## src/rtl/mc_pkg.sv

```systemverilog
package mc_pkg;
  localparam int CFG_W = 3;

  typedef struct packed {
    logic comb_out;   // 1: pin shows the raw sum
    logic fb_pin;     // 1: feedback from the resolved pin
    logic act_high;   // 1: no inversion on the pin
  } mc_mode_t;
endpackage

```

## src/rtl/mc_mode_decode.sv

```systemverilog
module mc_mode_decode
  import mc_pkg::*;
(
  input  logic [CFG_W-1:0] cfg_i,
  output mc_mode_t         mode_o
);
  always_comb begin
    mode_o.act_high = cfg_i[0];
    mode_o.comb_out = cfg_i[1];
    // combinational cells always feed back from the pin; C2 only matters when registered
    mode_o.fb_pin   = cfg_i[1] | cfg_i[2];
  end
endmodule

```

## src/rtl/mc_reset_sync.sv

```systemverilog
module mc_reset_sync #(
  parameter int STAGES = 2
) (
  input  logic clk,
  input  logic rst_n,
  output logic rst_ok_o
);
  generate
    if (STAGES <= 1) begin : g_single
      logic sync_q;
      always_ff @(posedge clk or negedge rst_n) begin
        if (!rst_n) sync_q <= 1'b0;
        else        sync_q <= 1'b1;
      end
      assign rst_ok_o = sync_q;
    end else begin : g_chain
      logic [STAGES-1:0] chain_q;
      logic [STAGES-1:0] chain_d;
      always_comb chain_d = {chain_q[STAGES-2:0], 1'b1};
      always_ff @(posedge clk or negedge rst_n) begin
        if (!rst_n) chain_q <= '0;
        else        chain_q <= chain_d;
      end
      assign rst_ok_o = chain_q[STAGES-1];
    end
  endgenerate
endmodule

```

## src/rtl/mc_state_flop.sv

```systemverilog
module mc_state_flop (
  input  logic clk,
  input  logic rst_ok_i,
  input  logic clr_i,
  input  logic set_i,
  input  logic d_i,
  output logic q_o
);
  logic clr_n;
  logic q_nxt;

  assign clr_n = rst_ok_i & ~clr_i;

  always_comb begin
    q_nxt = d_i;
    if (set_i) q_nxt = 1'b1;
  end

  always_ff @(posedge clk or negedge clr_n) begin
    if (!clr_n) q_o <= 1'b0;
    else        q_o <= q_nxt;
  end
endmodule

```

## src/rtl/mc_out_path.sv

```systemverilog
module mc_out_path
  import mc_pkg::*;
(
  input  mc_mode_t mode_i,
  input  logic     sum_i,
  input  logic     q_i,
  input  logic     oe_i,
  input  logic     pin_in_i,
  output logic     pin_out_o,
  output logic     pin_oe_o,
  output logic     fb_o
);
  logic sel_val;
  logic pin_res;

  always_comb begin
    sel_val   = mode_i.comb_out ? sum_i : q_i;
    pin_out_o = mode_i.act_high ? sel_val : ~sel_val;
    pin_oe_o  = oe_i;
    pin_res   = oe_i ? pin_out_o : pin_in_i;
    fb_o      = mode_i.fb_pin ? pin_res : q_i;
  end
endmodule

```

## src/rtl/pld_macrocell.sv

```systemverilog
module pld_macrocell
  import mc_pkg::*;
#(
  parameter int SYNC_STAGES = 2
) (
  input  logic             clk,
  input  logic             rst_n,
  input  logic             sum_i,
  input  logic             oe_term_i,
  input  logic             preset_term_i,
  input  logic             clear_term_i,
  input  logic [CFG_W-1:0] cfg_i,
  input  logic             pin_in_i,
  output logic             pin_out_o,
  output logic             pin_oe_o,
  output logic             fb_o
);
  mc_mode_t mode_w;
  logic     rst_sync_n;
  logic     q_w;

  mc_mode_decode u_dec (
    .cfg_i  (cfg_i),
    .mode_o (mode_w)
  );

  mc_reset_sync #(.STAGES(SYNC_STAGES)) u_rsync (
    .clk      (clk),
    .rst_n    (rst_n),
    .rst_ok_o (rst_sync_n)
  );

  mc_state_flop u_ff (
    .clk      (clk),
    .rst_ok_i (rst_sync_n),
    .clr_i    (clear_term_i),
    .set_i    (preset_term_i),
    .d_i      (sum_i),
    .q_o      (q_w)
  );

  mc_out_path u_out (
    .mode_i    (mode_w),
    .sum_i     (sum_i),
    .q_i       (q_w),
    .oe_i      (oe_term_i),
    .pin_in_i  (pin_in_i),
    .pin_out_o (pin_out_o),
    .pin_oe_o  (pin_oe_o),
    .fb_o      (fb_o)
  );
endmodule

```

## config.mk

```make
export PLATFORM = sky130hd
export DESIGN_NAME = pld_macrocell
export DESIGN_NICKNAME = d
export VERILOG_FILES = /design/src/rtl/mc_pkg.sv /design/src/rtl/mc_mode_decode.sv /design/src/rtl/mc_reset_sync.sv /design/src/rtl/mc_state_flop.sv /design/src/rtl/mc_out_path.sv /design/src/rtl/pld_macrocell.sv
export SDC_FILE = /design/constraint.sdc
export NUM_CORES = 1
export LEC_CHECK = 0
export ABC_CLOCK_PERIOD_IN_PS = 1750
export BUFFER_PORTS_ARGS = -buffer_cell sky130_fd_sc_hd__buf_2
export CORE_AREA = 2 2 39 41
export DETAILED_ROUTE_END_ITERATION = 12
export DIE_AREA = 0 0 41 43
export PLACE_DENSITY = 0.35
export RECOVER_POWER = 50
export SETUP_SLACK_MARGIN = 0.05
export SYNTH_ARGS = -nofsm -noshare
export SYNTH_HDL_FRONTEND = slang
export SYNTH_SLANG_ARGS = --single-unit
```

## constraint.sdc

```tcl
create_clock -name clk -period 1.75 [get_ports clk]
set_clock_uncertainty 0.05 [all_clocks]
set_input_delay 0.525 -clock clk [delete_from_list [all_inputs] [get_ports clk]]
set_output_delay 0.525 -clock clk [all_outputs]
set_load 0.02 [all_outputs]
```

==> key figures <==
Routing
  • DRT Wirelength: 421 um
  • Vias per cell: 3.55
  • DRC violations left: 0
  • Initial detailed-routing violation count: 3
  • Total number of vias: 174
  • Detail Route Antenna Nets: 0
  • WL/cell: between 8 and 9 um
  • Total iterations of the first detailed-routing run: 2

Floorplanning
  • Die W: roughly 40 um
  • Initial core utilization: 12.4%
  • I/O pin cnt: 13
  • FP Rows: 14
  • Total core area: 1380 um^2
  • Die height: about 43 um
  • Die area: approximately 1800 um^2

Yosys
  • Area of the mapped netlist: 171 um^2
  • Netlist cell types: 12
  • Seq/Total Area, Yosys: between 40% and 50%
  • Gate Count Post-Synth: 16
  • Mapped Avg Cell Area: 10.7 um^2
  • Warnings from Yosys: 0
  • Flops & latches, synth: 3
  • Post-synth net total: 26

Pwr
  • Tot Pwr: around 0.00025 W
  • P per Cell Area: ~820 nW/um^2
  • P_int: 0.000193 W
  • Combinational Power Share: ~24%
  • Maximum vdd ir drop: roughly 0.00031 V
  • Switch share: 24.3%
  • NetSw: between 0.00006 and 0.00007 W
  • Fraction of power consumed by sequential logic: between 20 and 30%
  • P_leak: ~0.15 nW
  • Power share of the clock group: between 40% and 50%

Clock network
  • Max Buffers Root-to-Sink: 2
  • CTS tree: built
  • Num CTS Buffers: 3
  • Sink Count: 3
  • Clock Latency Late Sink: 0.23 ns
  • Clk pin slew, worst setup/hold paths: around 0.03 ns
  • H-tree depth: 1
  • Root Buffer Master: clkbuf_4

Global route
  • Gr ovfl total: 0
  • Initial antenna violation count: 0
  • First-pass GRT wire length: approximately 500 um
  • Pin count of the biggest net entering global routing: 5
  • GR Util All Layers: under 10%
  • Vias in the first global route: between 150 and 200

Cells and area
  • Final instance area: around 300 um^2
  • Nets: 44
  • Share of layout cells above drive strength 1: a little over half
  • Most frequent cells in the layout: buf_2, clkbuf_4, buf_6, buf_4, dfrtp_1
  • # fillers: about 150
  • Layout area overhead: 80.3%
  • ANT cells: 0
  • Commonest non-fill, non-tap cell in the layout: buf_2

Place
  • Post-Place Worst Slack: -0.278 ns
  • Area of placed instances: ~260 um^2
  • Gpl congestion: 0.463
  • Port bufs: 12

Timing
  • Worst setup margin: -0.271 ns
  • Min cycle time layout: 2.02 ns
  • Final setup TNS: -0.312 ns
  • Final hold violation count: 0
  • Post-route clock period utilization: 116%
  • Setup violators final: 2
  • Fin. max-slew vios: 0
  • F_max: ~490 MHz
  • RSZ-0062 raised after global routing: yes

Worst setup path
  • Slowest-stage cell, CP: a221o_1
  • Crit path cell chain: buf_4 > xnor2_1 > a22o_1 > a221o_1 > buf_6
  • Crit path arrival time: 1.45 ns
  • Setup CP Type: in2out
  • Reg2Reg Depth: 0
  • Worst path top cell family by delay: compound AO/OA/AOI/OAI gates
  • CP bufs+invs: 2
  • R2R Path End: u_rsync.g_chain.chain_q[1]
  • Largest stage delay, worst path: 0.32 ns
  • Crit path max fanout: 3
  • Flop-to-flop setup slack: about 1.2 ns
  • Setup crit end kind: primary output
  • Critical Path RT: 1.17 ns
  • Worst R2R Start: u_rsync.g_chain.chain_q[0]
  • Setup crit start kind: input pin

Outcome
  • Status: finished with violations
  • Failing checks: setup timing

Flow run
  • Maxcap violations: 0

Hold path
  • Worst Hold Class: in2async
[cell usage after synthesis, drive strengths merged]
library cell  count  area, um^2
a221o             1        10.0
nor3b             1        7.51
mux2i             1        10.0
xor2              1        8.76
buf               1        7.51
dfrtp             3        75.1
a22o              1        8.76
conb              1        3.75
nor2b             2        12.5
xnor2             2        17.5
nor2              1        3.75
or2               1        6.26
[logic make-up (layout without fill, tap and decap cells)]
group | count (synthesis) | after routing | share of synthesized area, %
and+or+nand+nor | 5 | 5 | 17.5
xor gates and xnor gates | 3 | 3 | 15.3
AOI/OAI and AO/OA | 2 | 2 | 11.0
buffers and inverters | 1 | 18 | 4.38
muxes | 1 | 1 | 5.84
DFF | 3 | 3 | 43.8
other | 1 | 1 | 2.19
[how the worst max path moves through the flow]
stage                  start   end  slack [ns]  cells after the start
detailed placement  cfg_i[0]  fb_o       -0.28                      5
CTS                 cfg_i[0]  fb_o       -0.27                      5
floorplan           cfg_i[0]  fb_o       -0.06                      3
global route        cfg_i[0]  fb_o       -0.31                      5
global placement    cfg_i[0]  fb_o       -0.27                      5
finish              cfg_i[0]  fb_o       -0.27                      5
[registers in the layout, indices dropped and copies added, names as in the netlist]
name	flops
u_ff.q_o	1
u_rsync.g_chain.chain_q	2
[power groups by stage]
stage / Sequential (W) / Clock (W) / Combinational (W)
floorplan: 0.0000754 / 0 / 0.0000281
global placement: 0.0000754 / 0 / 0.0000498
detailed placement: 0.0000756 / 0 / 0.0000521
CTS: 0.0000747 / 0.000124 / 0.0000609
global route: 0.0000749 / 0.000125 / 0.0000668
finish: 0.0000746 / 0.000119 / 0.0000614
[routing by layer]
layer | vias to the layer above | track usage [%] | routed length, um
met5 | - | 0 | 0
met4 | 0 | 4.00 | 0
met3 | 0 | 1.57 | 61
met2 | 13 | 7.19 | 185
met1 | 76 | 3.90 | 173
li1 | 85 | - | -
[repair_timing]
action                     4_1_cts  5_1_grt
resized for setup                6        1
buffers inserted                 0        0
hold buffers                     0        0
setup endpoints to repair        2        2
pin swaps                        1        0
[per-stage QoR]
stage                     hold WS [ns]  util, %  instances
after floorplan                 0.0411        -         16
after global placement          0.0530     18.7         45
after detailed placement        0.0560     18.7         45
after CTS                       0.0177     22.2         49
after global routing            0.0262     22.3         49
final                           0.0253     22.3         49
[cell type report]
class | instances | area, um^2 | area share, %
flip-flops and latches | 3 | 75.1 | 24.3
well taps | 16 | 20.0 | 6.48
multi-input cells | 12 | 92.6 | 30.0
repair buffers | 14 | 95.1 | 30.8
clock buffers | 4 | 26.3 | 8.50
(Power assumes the default switching activity.)
